**src/rtl/rw_pkg.sv**
```systemverilog
package rw_pkg;
    localparam int AW  = 32;   // address width
    localparam int DW  = 16;   // dimension / counter width
    localparam int SW  = 8;    // scale width
    localparam int EIW = 16;   // element stride width (signed)
    localparam int FIW = 32;   // line stride width (signed)
    localparam int EBW = 3;    // bytes-per-pixel width

    typedef enum logic [1:0] {
        PX_1B  = 2'd0,
        PX_2B  = 2'd1,
        PX_4B  = 2'd2,
        PX_BAD = 2'd3
    } px_code_e;

    typedef struct packed {
        logic [AW-1:0] base;
        logic [DW-1:0] wid;
        logic [DW-1:0] hgt;
        logic [DW-1:0] pitch;
        logic [SW-1:0] xs;
        logic [SW-1:0] ys;
        logic [1:0]    pxc;
        logic [2:0]    turn;
        logic          flip;
    } cfg_t;

    typedef struct packed {
        logic [AW-1:0]         first;
        logic signed [EIW-1:0] estep;
        logic signed [FIW-1:0] lstep;
        logic [DW-1:0]         per_line;
        logic [DW-1:0]         lines;
        logic [EBW-1:0]        nbytes;
        logic                  bad;
    } plan_t;

    typedef struct packed {
        cfg_t cfg;
        logic load;
    } front_t;

    typedef struct packed {
        logic          run;
        logic          err;
        logic [AW-1:0] addr;
        logic [DW-1:0] ecnt;
        logic [DW-1:0] lcnt;
    } walk_t;
endpackage

```
**src/rtl/rw_setup.sv**
```systemverilog
module rw_setup
    import rw_pkg::*;
(
    input  cfg_t  cfg,
    output plan_t plan
);
    function automatic logic [AW-1:0] offset_of(
        input logic [DW-1:0]  x,
        input logic [DW-1:0]  y,
        input logic [AW-1:0]  row_bytes_px,
        input logic [SW-1:0]  xs,
        input logic [EBW-1:0] nb
    );
        offset_of = (AW'(y) * row_bytes_px + AW'(x) * AW'(xs)) * AW'(nb);
    endfunction

    logic [EBW-1:0] nb;
    logic [DW-1:0]  pitch_eff;
    logic [SW-1:0]  xs_eff, ys_eff;
    logic [AW-1:0]  row_px;
    logic [DW-1:0]  xl, yl;
    logic [DW-1:0]  tx, ty, e0x, e0y, e1x, e1y, f0x, f0y, f1x, f1y;
    logic [AW-1:0]  ediff, fdiff;
    logic           err;

    always_comb begin
        case (px_code_e'(cfg.pxc))
            PX_1B:   nb = EBW'(1);
            PX_2B:   nb = EBW'(2);
            PX_4B:   nb = EBW'(4);
            default: nb = EBW'(1);
        endcase
        pitch_eff = (cfg.pitch == '0) ? cfg.wid : cfg.pitch;
        xs_eff    = (cfg.xs == '0) ? SW'(1) : cfg.xs;
        ys_eff    = (cfg.ys == '0) ? SW'(1) : cfg.ys;
        row_px    = AW'(pitch_eff) * AW'(ys_eff);
        xl        = cfg.wid - DW'(1);
        yl        = cfg.hgt - DW'(1);

        // first pixel (t), element step e0->e1, line step f0->f1
        tx = '0; ty = '0;
        e0x = '0; e0y = '0; e1x = '0; e1y = '0;
        f0x = '0; f0y = '0; f1x = '0; f1y = '0;
        case ({cfg.turn[1:0], cfg.flip})
            3'b000: begin tx = '0; ty = '0;  e1x = DW'(1);
                          f0x = xl; f1y = DW'(1); end
            3'b001: begin tx = xl; ty = '0;  e0x = DW'(1);
                          f1x = xl; f1y = DW'(1); end
            3'b010: begin tx = '0; ty = yl;  e0y = DW'(1);
                          f1x = DW'(1); f1y = yl; end
            3'b011: begin tx = xl; ty = yl;  e0y = DW'(1);
                          f0x = DW'(1); f1y = yl; end
            3'b100: begin tx = xl; ty = yl;  e0x = DW'(1);
                          f0y = DW'(1); f1x = xl; end
            3'b101: begin tx = '0; ty = yl;  e1x = DW'(1);
                          f0x = xl; f0y = DW'(1); end
            3'b110: begin tx = xl; ty = '0;  e1y = DW'(1);
                          f0x = DW'(1); f0y = yl; end
            default: begin tx = '0; ty = '0; e1y = DW'(1);
                          f0y = yl; f1x = DW'(1); end
        endcase

        ediff = offset_of(e1x, e1y, row_px, xs_eff, nb)
              - offset_of(e0x, e0y, row_px, xs_eff, nb)
              - AW'(nb) + AW'(1);
        fdiff = offset_of(f1x, f1y, row_px, xs_eff, nb)
              - offset_of(f0x, f0y, row_px, xs_eff, nb)
              - AW'(nb) + AW'(1);

        err = (cfg.pxc == PX_BAD) || cfg.turn[2] ||
              (cfg.wid == '0) || (cfg.hgt == '0) ||
              ((cfg.pitch != '0) && (cfg.pitch < cfg.wid));

        plan.first    = cfg.base + offset_of(tx, ty, row_px, xs_eff, nb);
        plan.estep    = $signed(ediff[EIW-1:0]);
        plan.lstep    = $signed(fdiff[FIW-1:0]);
        plan.per_line = cfg.turn[0] ? cfg.hgt : cfg.wid;
        plan.lines    = cfg.turn[0] ? cfg.wid : cfg.hgt;
        plan.nbytes   = nb;
        plan.bad      = err;
    end
endmodule

```
**src/rtl/rw_walk.sv**
```systemverilog
module rw_walk
    import rw_pkg::*;
(
    input  logic          clk,
    input  logic          rst_n,
    input  logic          load,
    input  plan_t         plan,
    input  logic          ready,
    output logic          valid,
    output logic [AW-1:0] addr,
    output logic          last,
    output logic          running,
    output logic          err
);
    walk_t q, d;
    logic  end_line, end_frame;
    logic [AW-1:0] estep_ext, lstep_ext, post_inc;

    always_comb begin
        end_line  = (q.ecnt == plan.per_line - DW'(1));
        end_frame = end_line && (q.lcnt == plan.lines - DW'(1));
        estep_ext = {{(AW-EIW){plan.estep[EIW-1]}}, plan.estep};
        lstep_ext = AW'($unsigned(plan.lstep));
        post_inc  = AW'(plan.nbytes) - AW'(1);

        d = q;
        if (!q.run) begin
            if (load) begin
                if (plan.bad) begin
                    d.err = 1'b1;
                end else begin
                    d.err  = 1'b0;
                    d.run  = 1'b1;
                    d.addr = plan.first;
                    d.ecnt = '0;
                    d.lcnt = '0;
                end
            end
        end else if (ready) begin
            if (end_frame) begin
                d.run = 1'b0;
            end else if (end_line) begin
                d.ecnt = '0;
                d.lcnt = q.lcnt + DW'(1);
                d.addr = q.addr + lstep_ext + post_inc;
            end else begin
                d.ecnt = q.ecnt + DW'(1);
                d.addr = q.addr + estep_ext + post_inc;
            end
        end
    end

    always_ff @(posedge clk or negedge rst_n) begin
        if (!rst_n) q <= '0;
        else        q <= d;
    end

    assign valid   = q.run;
    assign addr    = q.addr;
    assign last    = q.run && end_frame;
    assign running = q.run;
    assign err     = q.err;
endmodule

```
**src/rtl/rot_addr_walker.sv**
```systemverilog
module rot_addr_walker
    import rw_pkg::*;
(
    input  logic          clk,
    input  logic          rst_n,
    input  logic          start,
    input  logic [AW-1:0] base,
    input  logic [DW-1:0] width,
    input  logic [DW-1:0] height,
    input  logic [DW-1:0] vwidth,
    input  logic [SW-1:0] xscale,
    input  logic [SW-1:0] yscale,
    input  logic [1:0]    esize,
    input  logic [2:0]    rotation,
    input  logic          mirror,
    input  logic          ready,
    output logic          valid,
    output logic [AW-1:0] addr,
    output logic          last,
    output logic          busy,
    output logic          cfg_err
);
    front_t q, d;
    plan_t  plan;
    logic   running;

    always_comb begin
        d      = q;
        d.load = 1'b0;
        if (start && !busy) begin
            d.load       = 1'b1;
            d.cfg.base   = base;
            d.cfg.wid    = width;
            d.cfg.hgt    = height;
            d.cfg.pitch  = vwidth;
            d.cfg.xs     = xscale;
            d.cfg.ys     = yscale;
            d.cfg.pxc    = esize;
            d.cfg.turn   = rotation;
            d.cfg.flip   = mirror;
        end
    end

    always_ff @(posedge clk or negedge rst_n) begin
        if (!rst_n) q <= '0;
        else        q <= d;
    end

    rw_setup u_setup (
        .cfg  (q.cfg),
        .plan (plan)
    );

    rw_walk u_walk (
        .clk     (clk),
        .rst_n   (rst_n),
        .load    (q.load),
        .plan    (plan),
        .ready   (ready),
        .valid   (valid),
        .addr    (addr),
        .last    (last),
        .running (running),
        .err     (cfg_err)
    );

    assign busy = q.load | running;
endmodule

```
**config.mk**
```make
export PLATFORM = sky130hd
export DESIGN_NAME = rot_addr_walker
export DESIGN_NICKNAME = d
export VERILOG_FILES = /design/src/rtl/rw_pkg.sv /design/src/rtl/rw_setup.sv /design/src/rtl/rw_walk.sv /design/src/rtl/rot_addr_walker.sv
export SDC_FILE = /design/constraint.sdc
export NUM_CORES = 2
export LEC_CHECK = 0
export ABC_AREA = 1
export BUFFER_PORTS_ARGS = -buffer_cell sky130_fd_sc_hd__buf_2
export CAP_MARGIN = 5
export CORE_MARGIN = 5
export CORE_UTILIZATION = 59
export CTS_CLUSTER_DIAMETER = 60
export DETAILED_ROUTE_END_ITERATION = 7
export PLACE_DENSITY = 0.81
export SLEW_MARGIN = 10
export SYNTH_ARGS = -nofsm -noshare
export SYNTH_HDL_FRONTEND = slang
export SYNTH_SLANG_ARGS = --single-unit
```
**constraint.sdc**
```tcl
create_clock -name clk -period 21.5 [get_ports clk]
set_input_delay 4.3 -clock clk [delete_from_list [all_inputs] [get_ports clk]]
set_output_delay 4.3 -clock clk [all_outputs]
set_load 0.05 [all_outputs]
```
==> run metrics <==
status=complete, but fails checks; failing checks=max-capacitance violations; Hold Crit Start=q[4]; Crit Path Category=flip-flop to flip-flop; Power Total=2.727 mW; crit end category=flip-flop; Non-Filler Instances=11400; post-DR wirelength/cell=23.42 um; met1 wire length=91.19 mm; GRT Total Usage=40.12%; total gr overflow=0; worst vdd ir=0.09814 mV; R2R setup slack=3620 ps; final hold violations=0; Yosys cell types=57; Worst setup SP type=flip-flop; Yosys warnings=0; Mapped Cells=9729; Worst path max stage delay=690 ps; sequential area share after synthesis=5.601%; WL met2=116.6 mm; clock skew=47.64 ps; PostCTS Resize Cnt=0; Residual DRC=0; Power Dens Cells=34.61 nW/um^2; final WL=266.9 mm; area of the core=127400 sq um; fin. max-slew vios=0; Num CTS Buffers=17; RSZ-0062 raised after global routing=no; Mapped Area=75510 sq um; Post-synth ARST share=100.0%; final period utilization=83.16%; H-tree level count=4; Crit path arrival time=18320 ps; ratio of cells with drive above 1 in the final layout=4.047%; Detailed Place HPWL=218.9 mm; Clock Path Buffers=2; post-cts hold buffer count=0; worst r2r src=q[28]; PortBufs=141; number of synthesized flops with an enable pin=0; Setup-failing EPs final=0; Top FF cell, synth=dfrtp_1; crit-path max FO=32; WL met3=33.52 mm; Critical-path top delay cell=o21ai_0; Crit path top cell by count=fa_1; pre-CTS WS=4080 ps; Filler Cell Count=11335; CTS tree=done; fmax=55.93 MHz; postcts setup bufs=0; Initial Util=59.29%; worst reg2reg path endpoint=u_walk.addr[30]; num ports=142; CTS clk-pin slew, worst paths=80 ps; Synth Register Bits=169; row count=131; clock latency on the worst-skew pair=560 ps; first-pass GRT wire length=407.0 mm; total negative slack=0 ps; max layer used=met5; initial antenna violation count=13; worst setup margin=3621 ps; post-placement cell count=11365; DR pass1 iterations=8; # clock sinks=169; leakage power=42.66 nW; Req. time, crit path=21950 ps; HP Class=flip-flop to flip-flop; post-route ant nets=0; vias=65457; cell depth of the worst flop-to-flop path=64; Die Wd=367.8 um; layout overhead on the synthesized area=4.356%; WHS=481.1 ps; max_cap viols=1; Tmin final=17880 ps; hold path endpoint=q[4]; largest net degree at the start of global routing=107; vias in the first global route=69830; synthesized area per cell=7.761 sq um; Max-slew headroom=0.5717%; Die Area=135200 sq um; first-iteration detailed-routing DRC count=5641; Die H=367.8 um; Via density=5.742; Min-Delay Path Depth=2; Worst Tran Pin Value=1476 ps; nets=12066; gpl congestion=1.036; Root Buffer=clkbuf_16
-- worst max-delay path, delay by kind of cell, from the launching register on --
kind	cells	cell delay, ps
flip-flops	1	410
adder cells (fa/ha/maj)	18	8530
AND/OR/NAND/NOR	15	2290
buffers and inverters	15	2000
AO/OA/AOI/OAI	14	4070
XOR/XNOR	2	490
-- routing by layer --
| layer | track usage (%) | up-vias |
|---|---|---|
| li1 | - | 28301 |
| met1 | 47.23 | 32134 |
| met2 | 61.83 | 3816 |
| met3 | 13.19 | 1204 |
| met4 | 29.17 | 2 |
| met5 | 0 | - |
-- placed cells by master, fill, tap and decap left out, types with 19 or more instances in the layout --
| cell | Yosys | layout |
|---|---|---|
| xor2_1 | 182 | 177 |
| ha_1 | 612 | 609 |
| conb_1 | 2 | 57 |
| or2_2 | 35 | 35 |
| buf_2 | 23 | 140 |
| nor2_1 | 1380 | 1369 |
| nand4_1 | 45 | 45 |
| nand2_1 | 1769 | 1769 |
| buf_4 | 36 | 139 |
| fa_1 | 1626 | 1626 |
| xnor2_1 | 100 | 99 |
| o21ai_0 | 281 | 281 |
| dfrtp_1 | 169 | 167 |
| a31oi_1 | 19 | 19 |
| a21oi_1 | 311 | 311 |
| nand3_1 | 147 | 147 |
| inv_1 | 2415 | 2411 |
| nor3_1 | 58 | 58 |
-- flip-flops by register name, summed over array words and instances, names as in the netlist --
register        count
u_walk.running      1
q                 103
u_walk.err          1
u_walk.addr        32
u_walk.q           32
-- worst max-delay path by stage --
stage	to	from	slack, ps
detailed placement	u_walk.addr[30]	q[28]	4080
global route	u_walk.addr[30]	q[28]	2900
global placement	u_walk.addr[30]	q[28]	4500
finish	u_walk.addr[30]	q[28]	3620
floorplan	u_walk.addr[30]	q[28]	6850
CTS	u_walk.addr[30]	q[28]	4080
-- cells in the mapped netlist (3+ instances only) --
master	number	share of area, %
o31ai_1	13	0.13
a31oi_1	19	0.16
buf_2	23	0.15
clkinv_1	18	0.089
xor2_1	182	2.1
o21ai_1	14	0.093
o22ai_1	6	0.050
buf_1	28	0.14
a21oi_1	311	2.1
nand3b_1	9	0.089
o21a_1	12	0.12
clkbuf_1	274	1.4
o21bai_1	15	0.15
a21boi_0	6	0.060
nand4_1	45	0.37
nor3b_1	4	0.040
a211oi_1	3	0.030
a22oi_1	9	0.089
fa_1	1626	43
a221oi_1	11	0.13
nor4_1	18	0.15
nand3_1	147	0.97
o221ai_1	12	0.14
and2_1	6	0.050
inv_2	7	0.035
nor3_1	58	0.38
a21o_1	14	0.14
buf_4	36	0.36
or2_1	3	0.025
a41oi_1	3	0.035
o21ai_0	281	1.9
nor2_2	6	0.050
nor2_1	1380	6.9
inv_1	2415	12
o211ai_1	8	0.080
dfrtp_1	169	5.6
nand2_1	1769	8.8
ha_1	612	10
xnor2_1	100	1.2
or2_2	35	0.29
-- power by group --
group / internal, mW / switching, mW / total [mW]
logic: 0.719 / 1.23 / 1.95
clock network: 0.160 / 0.190 / 0.351
registers: 0.355 / 0.0704 / 0.425
total: 1.23 / 1.49 / 2.73
-- through the flow --
stage          util [%]  instance area, sq um
6_report          61.87                 78800
5_1_grt           61.87                 78790
4_1_cts           61.87                 78790
3_5_place_dp      61.37                 78160
3_3_place_gp      61.37                 78160
2_1_floorplan         -                 75720
-- area by class of cell --
type	count	area, sq um	share of cell area (%)
Sequential cell	169	4232	5.370
Multi-Input combinational cell	6814	60920	77.32
Antenna cell	3	7.507	0.009527
Timing Repair Buffer	280	1758	2.231
Tap cell	1662	2079	2.639
Clock inverter	15	212.7	0.2699
Inverter	2440	9161	11.63
Clock buffer	17	425.4	0.5399
-- logic make-up after synthesis --
logic type / Yosys count / synth area share (%)
buffers and inverters: 2801 / 14.14
AND/OR/NAND/NOR: 3488 / 18.19
other: 2 / 0.009946
XOR/XNOR: 286 / 3.384
adder cells (fa/ha/maj): 2238 / 53.25
flip-flops: 169 / 5.601
AO/OA/AOI/OAI: 745 / 5.428
(Power assumes the default switching activity.)
